<file path="src/rtl/gpio_edge_pkg.sv">
package gpio_edge_pkg;
  // Word index of each register within the bank; order is software-visible.
  localparam int unsigned REG_DIR  = 0;
  localparam int unsigned REG_OUT  = 1;
  localparam int unsigned REG_SETD = 2;
  localparam int unsigned REG_CLRD = 3;
  localparam int unsigned REG_IN   = 4;
  localparam int unsigned REG_RSET = 5;
  localparam int unsigned REG_RCLR = 6;
  localparam int unsigned REG_FSET = 7;
  localparam int unsigned REG_FCLR = 8;
  localparam int unsigned REG_STAT = 9;

  typedef struct packed {
    logic dir;
    logic out;
    logic setd;
    logic clrd;
    logic rset;
    logic rclr;
    logic fset;
    logic fclr;
    logic stat;
  } wr_strobe_t;
endpackage

</file>
<file path="src/rtl/gpio_bus_decode.sv">
module gpio_bus_decode
  import gpio_edge_pkg::*;
#(
  parameter int ADDR_W = 6
) (
  input  logic              bus_sel,
  input  logic              bus_wr,
  input  logic [ADDR_W-1:0] bus_addr,
  output wr_strobe_t        wr_stb,
  output logic              rd_ok,
  output logic [ADDR_W-3:0] rd_idx
);
  localparam int IDX_W = ADDR_W - 2;

  logic             aligned;
  logic             wr_ok;
  logic [IDX_W-1:0] idx;

  assign aligned = (bus_addr[1:0] == 2'b00);
  assign idx     = bus_addr[ADDR_W-1:2];
  assign wr_ok   = bus_sel && bus_wr && aligned;
  assign rd_ok   = bus_sel && !bus_wr && aligned;
  assign rd_idx  = idx;

  always_comb begin
    wr_stb.dir  = wr_ok && (idx == IDX_W'(REG_DIR));
    wr_stb.out  = wr_ok && (idx == IDX_W'(REG_OUT));
    wr_stb.setd = wr_ok && (idx == IDX_W'(REG_SETD));
    wr_stb.clrd = wr_ok && (idx == IDX_W'(REG_CLRD));
    wr_stb.rset = wr_ok && (idx == IDX_W'(REG_RSET));
    wr_stb.rclr = wr_ok && (idx == IDX_W'(REG_RCLR));
    wr_stb.fset = wr_ok && (idx == IDX_W'(REG_FSET));
    wr_stb.fclr = wr_ok && (idx == IDX_W'(REG_FCLR));
    wr_stb.stat = wr_ok && (idx == IDX_W'(REG_STAT));
  end
endmodule

</file>
<file path="src/rtl/gpio_ctrl_regs.sv">
module gpio_ctrl_regs
  import gpio_edge_pkg::*;
#(
  parameter int NPINS = 32
) (
  input  logic             clk,
  input  logic             rst_n,
  input  wr_strobe_t       wr_stb,
  input  logic [NPINS-1:0] wdata,
  output logic [NPINS-1:0] dir_q,
  output logic [NPINS-1:0] out_q,
  output logic [NPINS-1:0] rise_en_q,
  output logic [NPINS-1:0] fall_en_q
);
  logic [NPINS-1:0] dir_d, out_d, rise_en_d, fall_en_d;
  logic             dir_ce, out_ce, rise_ce, fall_ce;

  assign dir_ce  = wr_stb.dir;
  assign out_ce  = wr_stb.out || wr_stb.setd || wr_stb.clrd;
  assign rise_ce = wr_stb.rset || wr_stb.rclr;
  assign fall_ce = wr_stb.fset || wr_stb.fclr;

  always_comb begin
    dir_d = wdata;
    if (wr_stb.out)       out_d = wdata;
    else if (wr_stb.setd) out_d = out_q | wdata;
    else                  out_d = out_q & ~wdata;
    rise_en_d = wr_stb.rset ? (rise_en_q | wdata) : (rise_en_q & ~wdata);
    fall_en_d = wr_stb.fset ? (fall_en_q | wdata) : (fall_en_q & ~wdata);
  end

  always_ff @(posedge clk or negedge rst_n) begin
    if (!rst_n) begin
      dir_q     <= '1;
      out_q     <= '0;
      rise_en_q <= '0;
      fall_en_q <= '0;
    end else begin
      if (dir_ce)  dir_q     <= dir_d;
      if (out_ce)  out_q     <= out_d;
      if (rise_ce) rise_en_q <= rise_en_d;
      if (fall_ce) fall_en_q <= fall_en_d;
    end
  end
endmodule

</file>
<file path="src/rtl/gpio_in_sync.sv">
module gpio_in_sync #(
  parameter int NPINS       = 32,
  parameter int SYNC_STAGES = 2
) (
  input  logic             clk,
  input  logic             rst_n,
  input  logic [NPINS-1:0] pin_in,
  output logic [NPINS-1:0] sync_q,
  output logic [NPINS-1:0] prev_q
);
  logic [NPINS-1:0] stage_q [SYNC_STAGES];

  always_ff @(posedge clk or negedge rst_n) begin
    if (!rst_n) begin
      for (int s = 0; s < SYNC_STAGES; s++) stage_q[s] <= '0;
      prev_q <= '0;
    end else begin
      stage_q[0] <= pin_in;
      for (int s = 1; s < SYNC_STAGES; s++) stage_q[s] <= stage_q[s-1];
      prev_q <= stage_q[SYNC_STAGES-1];
    end
  end

  assign sync_q = stage_q[SYNC_STAGES-1];
endmodule

</file>
<file path="src/rtl/gpio_edge_status.sv">
module gpio_edge_status #(
  parameter int NPINS = 32
) (
  input  logic             clk,
  input  logic             rst_n,
  input  logic [NPINS-1:0] sync_q,
  input  logic [NPINS-1:0] prev_q,
  input  logic [NPINS-1:0] rise_en,
  input  logic [NPINS-1:0] fall_en,
  input  logic             clr_wr,
  input  logic [NPINS-1:0] clr_mask,
  output logic [NPINS-1:0] stat_q
);
  logic [NPINS-1:0] hit, stat_d, clr_bits;

  always_comb begin
    hit      = (sync_q & ~prev_q & rise_en) | (~sync_q & prev_q & fall_en);
    clr_bits = clr_wr ? clr_mask : '0;
    // A fresh event outranks a clear arriving in the same cycle.
    stat_d   = (stat_q & ~clr_bits) | hit;
  end

  always_ff @(posedge clk or negedge rst_n) begin
    if (!rst_n) stat_q <= '0;
    else        stat_q <= stat_d;
  end
endmodule

</file>
<file path="src/rtl/gpio_edge_bank.sv">
module gpio_edge_bank
  import gpio_edge_pkg::*;
#(
  parameter int NPINS       = 32,
  parameter int ADDR_W      = 6,
  parameter int SYNC_STAGES = 2
) (
  input  logic              clk,
  input  logic              rst_n,
  input  logic              bus_sel,
  input  logic              bus_wr,
  input  logic [ADDR_W-1:0] bus_addr,
  input  logic [NPINS-1:0]  bus_wdata,
  output logic [NPINS-1:0]  bus_rdata,
  input  logic [NPINS-1:0]  pin_in,
  output logic [NPINS-1:0]  pin_out,
  output logic [NPINS-1:0]  pin_oe
);
  localparam int IDX_W = ADDR_W - 2;

  wr_strobe_t       wr_stb;
  logic             rd_ok;
  logic [IDX_W-1:0] rd_idx;
  logic [NPINS-1:0] dir_q, out_q, rise_en_q, fall_en_q;
  logic [NPINS-1:0] sync_q, prev_q, stat_q;

  gpio_bus_decode #(.ADDR_W(ADDR_W)) dec_i (
    .bus_sel (bus_sel),
    .bus_wr  (bus_wr),
    .bus_addr(bus_addr),
    .wr_stb  (wr_stb),
    .rd_ok   (rd_ok),
    .rd_idx  (rd_idx)
  );

  gpio_ctrl_regs #(.NPINS(NPINS)) regs_i (
    .clk      (clk),
    .rst_n    (rst_n),
    .wr_stb   (wr_stb),
    .wdata    (bus_wdata),
    .dir_q    (dir_q),
    .out_q    (out_q),
    .rise_en_q(rise_en_q),
    .fall_en_q(fall_en_q)
  );

  gpio_in_sync #(.NPINS(NPINS), .SYNC_STAGES(SYNC_STAGES)) sync_i (
    .clk   (clk),
    .rst_n (rst_n),
    .pin_in(pin_in),
    .sync_q(sync_q),
    .prev_q(prev_q)
  );

  gpio_edge_status #(.NPINS(NPINS)) stat_i (
    .clk     (clk),
    .rst_n   (rst_n),
    .sync_q  (sync_q),
    .prev_q  (prev_q),
    .rise_en (rise_en_q),
    .fall_en (fall_en_q),
    .clr_wr  (wr_stb.stat),
    .clr_mask(bus_wdata),
    .stat_q  (stat_q)
  );

  assign pin_out = out_q;
  assign pin_oe  = ~dir_q;

  always_comb begin
    bus_rdata = '0;
    if (rd_ok) begin
      if      (rd_idx == IDX_W'(REG_DIR))  bus_rdata = dir_q;
      else if (rd_idx == IDX_W'(REG_OUT))  bus_rdata = out_q;
      else if (rd_idx == IDX_W'(REG_SETD)) bus_rdata = out_q;
      else if (rd_idx == IDX_W'(REG_IN))   bus_rdata = sync_q;
      else if (rd_idx == IDX_W'(REG_RSET)) bus_rdata = rise_en_q;
      else if (rd_idx == IDX_W'(REG_FSET)) bus_rdata = fall_en_q;
      else if (rd_idx == IDX_W'(REG_STAT)) bus_rdata = stat_q;
    end
  end
endmodule

</file>
<file path="config.mk">
export PLATFORM = sky130hd
export DESIGN_NAME = gpio_edge_bank
export DESIGN_NICKNAME = d
export VERILOG_FILES = /design/src/rtl/gpio_edge_pkg.sv /design/src/rtl/gpio_bus_decode.sv /design/src/rtl/gpio_ctrl_regs.sv /design/src/rtl/gpio_in_sync.sv /design/src/rtl/gpio_edge_status.sv /design/src/rtl/gpio_edge_bank.sv
export SDC_FILE = /design/constraint.sdc
export NUM_CORES = 1
export LEC_CHECK = 0
export ABC_AREA = 1
export BUFFER_PORTS_ARGS = -buffer_cell sky130_fd_sc_hd__buf_2
export CAP_MARGIN = 20
export CORE_MARGIN = 2
export CORE_UTILIZATION = 57
export DETAILED_ROUTE_END_ITERATION = 12
export PLACE_DENSITY_LB_ADDON = 0.05
export SETUP_SLACK_MARGIN = 0.2
export SLEW_MARGIN = 20
export SYNTH_ARGS = -nofsm -noshare
export SYNTH_HDL_FRONTEND = slang
export SYNTH_SLANG_ARGS = --single-unit
</file>
<file path="constraint.sdc">
create_clock -name clk -period 1.4 [get_ports clk]
set_clock_uncertainty 0.1 [all_clocks]
set_input_delay 0.14 -clock clk [delete_from_list [all_inputs] [get_ports clk]]
set_output_delay 0.14 -clock clk [all_outputs]
set_load 0.005 [all_outputs]
</file>
### Word level (Yosys, flattened, before mapping)

Index checks and enable logic that the tools add are counted.

* word-level logic and storage cells: 68
* output and inout port bits: 96
* input bits: 74
* flip-flop bits (word level): 256

* muxes and demuxes: 13
* equal/unequal tests: 9
* reduce and logical (&&, ||, !) cells: 20
* bitwise operators: 18

Operators by type and width (number)
* 2-to-1 mux 32 bit: 13
* bitwise AND 32 bit: 8
* inverter 32 bit: 5
* OR 32 bit: 5
* equality test 4 x 3 -> 1 bit (second input constant): 4
* logical AND 1 bit: 13
* equality test 4 x 2 -> 1 bit (second input constant): 2
* equality test 4 bit (second input constant): 2
* equality test 4 x 1 -> 1 bit (second input constant): 1
* zero test 4 bit: 1
* logical OR 1 bit: 4
* zero test 2 bit: 1
* zero test 1 bit: 1

### Depth between registers and ports, before layout

* depth after elaboration: 9
* depth in mapped cells: 9
* depth with buffers taken out: 8

### Cells and area by module

A second synthesis with hierarchy kept.

* cell total of the unflattened synthesis: 1507
* area, all modules: 12104.1 um^2

By module, submodules not included
* gpio_ctrl_regs: times used 1, cells an instance 613, seq. area each 3243.1 um^2, area each 5368.9 um^2
* gpio_in_sync: times used 1, cells an instance 128, seq. area each 2402.3 um^2, area each 2642.5 um^2
* gpio_edge_bank: times used 1, cells an instance 467, seq. area each 0.0 um^2, area each 2122.0 um^2
* gpio_edge_status: times used 1, cells an instance 259, seq. area each 800.8 um^2, area each 1795.5 um^2
* gpio_bus_decode: times used 1, cells an instance 40, seq. area each 0.0 um^2, area each 175.2 um^2

### Worst setup path before layout

No wires, ideal clock.

* path type: input -> output
* start point: input bus_addr[0]
* end point: output bus_rdata[10]
* setup slack: 0.045 ns
* arrival: 1.115 ns
* buffers on the path: 1
* cell stages on the path: 6
* required time: 1.160 ns
* cell sequence: inv_1 nand2_1 nor3b_1 clkbuf_1 o21ai_0 a21oi_1

* cells in the longest elaborated chain, start to end: 3

Ends and longest elaborated chain
* from (decl): line gpio_edge_bank.sv:12 `input logic [ADDR_W-1:0] bus_addr,`
* zero test 2 bit: line gpio_bus_decode.sv:19 `assign aligned = (bus_addr[1:0] == 2'b00);`
* logical AND 1 bit: line gpio_bus_decode.sv:22 `assign rd_ok = bus_sel && !bus_wr && aligned;`
* 2-to-1 mux 32 bit: line gpio_edge_bank.sv:72 `if (rd_ok) begin`
* to (decl): line gpio_edge_bank.sv:14 `output logic [NPINS-1:0] bus_rdata,`

Every way passes these cells.

==> impl_metrics.yaml <==
status:
  status: "finished, violations left"
  violations: "setup timing"
yosys:
  synth_edf_count: 0
  yosysTopAreaCell: "dfrtp_1"
  ys_seq_area_share_pct: 59.6
  yosys_warnings: 0
  yosysTopAreaCellShare_pct: 51.8
  synth_nets: 1293
  ys.flop_type: "dfrtp_1"
  syn_area_sq_mm: 0.0108
  ys_async_sr_fraction_pct: 100
  synth_cells: 1219
  ys_ff_latch: 256
  syn_area_per_cell_sq_um: 8.87
  synthTopCellsByCount: "360 x nand2_1, 224 x dfrtp_1, 176 x o21ai_0, 101 x inv_1, 65 x nand3_1"
  synth.top_cells.by_area: "dfrtp_1 52%, nand2_1 12%, o21ai_0 8.1%"
  yosysMostFrequentCell: "nand2_1"
  yosys.cell_types.count: 21
setup_path:
  critPathTopFamily: "flip-flops"
  cp.depth: 5
  startpoint_type: "register"
  criticalPathCategory: "register to output pin"
  cp-end-kind: "output pin"
  arrival_ps: 1530
  crit_path_top_delay_cell: "dfrtp_1"
  r2r_cells: 5
  crit_fanout: 3
  critPathRequiredTime_ps: 1160
  slowest_delay_ps: 410
  cp_num_buf_inv: 1
  crit_path_frequent_cell: "nand3_1"
  path_cells: "nand3_1, nand3_1, nor2_2, a21oi_2, buf_2"
floorplan:
  fp.dieW_um: 142
  initial_core_util_pct: 58.0
  num_rows: 50
  die_h_um: 142
  ios: 170
  die-area_sq_mm: 0.0201
  coreArea_sq_mm: 0.0186
grt:
  grt.total_usage_pct: 33.1
  grt_pass1_vias: 10200
  antenna_found_initial: 2
  grt.overflow.total: 0
  grt_max_degree: 48
  grt_pass1_wl_mm: 52.3
sta:
  setup_ws_ps: -375
  rsz0062_at_grt: "true"
  fmax_mhz: 563
  slew_headroom_pct: 70.5
  layout_min_cycle_time_ps: 1770
  slew_violations: 0
  finalSetupViolations: 64
  fin_crit_sh_pct: 127
  hold_ws_ps: 36.6
  finalHoldViolations: 0
  setup-tns-final_ps: -11920
  tightestPinTransition_ps: 442
run:
  maxCapViolCount: 0
cells_and_area:
  fin_nets: 1631
  final_area_sq_mm: 0.0150
  fill_cells: 1182
  fin_util_pct: 80.5
  drive_gt1_share_pct: 29.0
  fin_cells: 1811
  synthToLayoutAreaGrowth_pct: 38.7
pwr:
  p_comb_share_pct: 11.3
  seqPwrFrac_pct: 45.3
  powerDensity_mw_per_mm2: 1250
  p_clk_share_pct: 43.4
  power_mw: 18.7
  switching_power_mw: 4.52
  switching_share_pct: 24.2
  power.leakage_nw: 6.97
  peakVddDrop_mv: 0.949
  power.internal_mw: 14.2
place:
  place.gp.congestion: 0.865
  port_buffers: 169
  dpl_worst_slack_ps: -248
  post-dp-hpwl_mm: 21.0
  place_area_sq_mm: 0.0126
  dp_cells: 1635
routing:
  detail_route.wl_per_cell_um: 19.2
  drt-vias-per-instance: 5.78
  dr_total_vias: 10500
  drc_errors: 0
  ant_nets: 0
  drtIter0Drc: 759
  drtPass1Iterations: 5
  finalWirelength_mm: 34.8
clock_network:
  cts_buffers: 27
  clkSlewWorstSetupHoldPaths_ps: 60
  cts_max_path_buffers: 3
  h-tree-depth: 1
  cts.sinks: 256
  cts_root_buf: "clkbuf_16"
  cts_tree: "done"
  clk_latency_ps: 530
worst_hold_path:
  hold_path_class: "input pin to asynchronous set/reset pin"
routing by layer:
layer,vias up,track usage (%),part of all wire (%)
met5,-,0,0.037
met4,2,11.6,3.8
met3,108,5.06,9.0
met2,604,55.7,48
met1,5028,44.3,39
li1,4724,-,-
placed cells by master (no fill, tap or decap), types with 49 or more instances in the layout:
| cell type | count |
|---|---|
| inv_1 | 73 |
| dlygate4sd3_1 | 65 |
| a21oi_1 | 49 |
| buf_4 | 102 |
| o21ai_0 | 172 |
| o21ai_1 | 51 |
| buf_2 | 154 |
| dfrtp_1 | 223 |
| nand2_1 | 351 |
| o211ai_1 | 63 |
| nand3_1 | 65 |
repair_timing:
action,in CTS,in global routing
setup endpoints to repair,96,103
gates cloned,0,2
hold endpoints to repair,421,0
pin swaps,51,26
hold buffers,65,0
resized for setup,24,59
buffers inserted,35,25
power groups by stage:
stage	Clock, mW	Combinational (mW)	Sequential [mW]
3_3_place_gp	0	1.54	8.58
4_1_cts	8.18	1.90	8.45
6_report	8.12	2.11	8.48
3_5_place_dp	0	1.59	8.59
5_1_grt	8.46	2.33	8.54
2_1_floorplan	0	0.704	8.47
layout make-up:
cell class,instances,area [sq um],area share [%]
Clock inverter,15,283,1.89
Sequential cell,256,6450,43.0
Tap cell,234,293,1.95
Clock buffer,33,728,4.85
Multi-Input combinational cell,797,3890,25.9
Timing Repair Buffer,369,2960,19.7
Antenna cell,1,2.50,0.0167
Inverter,106,398,2.65
cell families after synthesis:
kind of cell | synth area share [%]
AND/OR/NAND/NOR | 16.7
AO/OA/AOI/OAI | 17.7
flip-flops | 59.6
buffers and inverters | 6.03
worst paths after layout:
check	endpoint	slack [ps]
max	bus_rdata[30]	-370
min	asynchronous set/reset pin	40
max reg2reg	stat_i.stat_q[28]	280
min reg2reg	sync_i.sync_q[29]	240
max in group asynchronous	regs_i.dir_q[6]	520
min in group clk	register	60
Power figures use the tool's default switching activity.
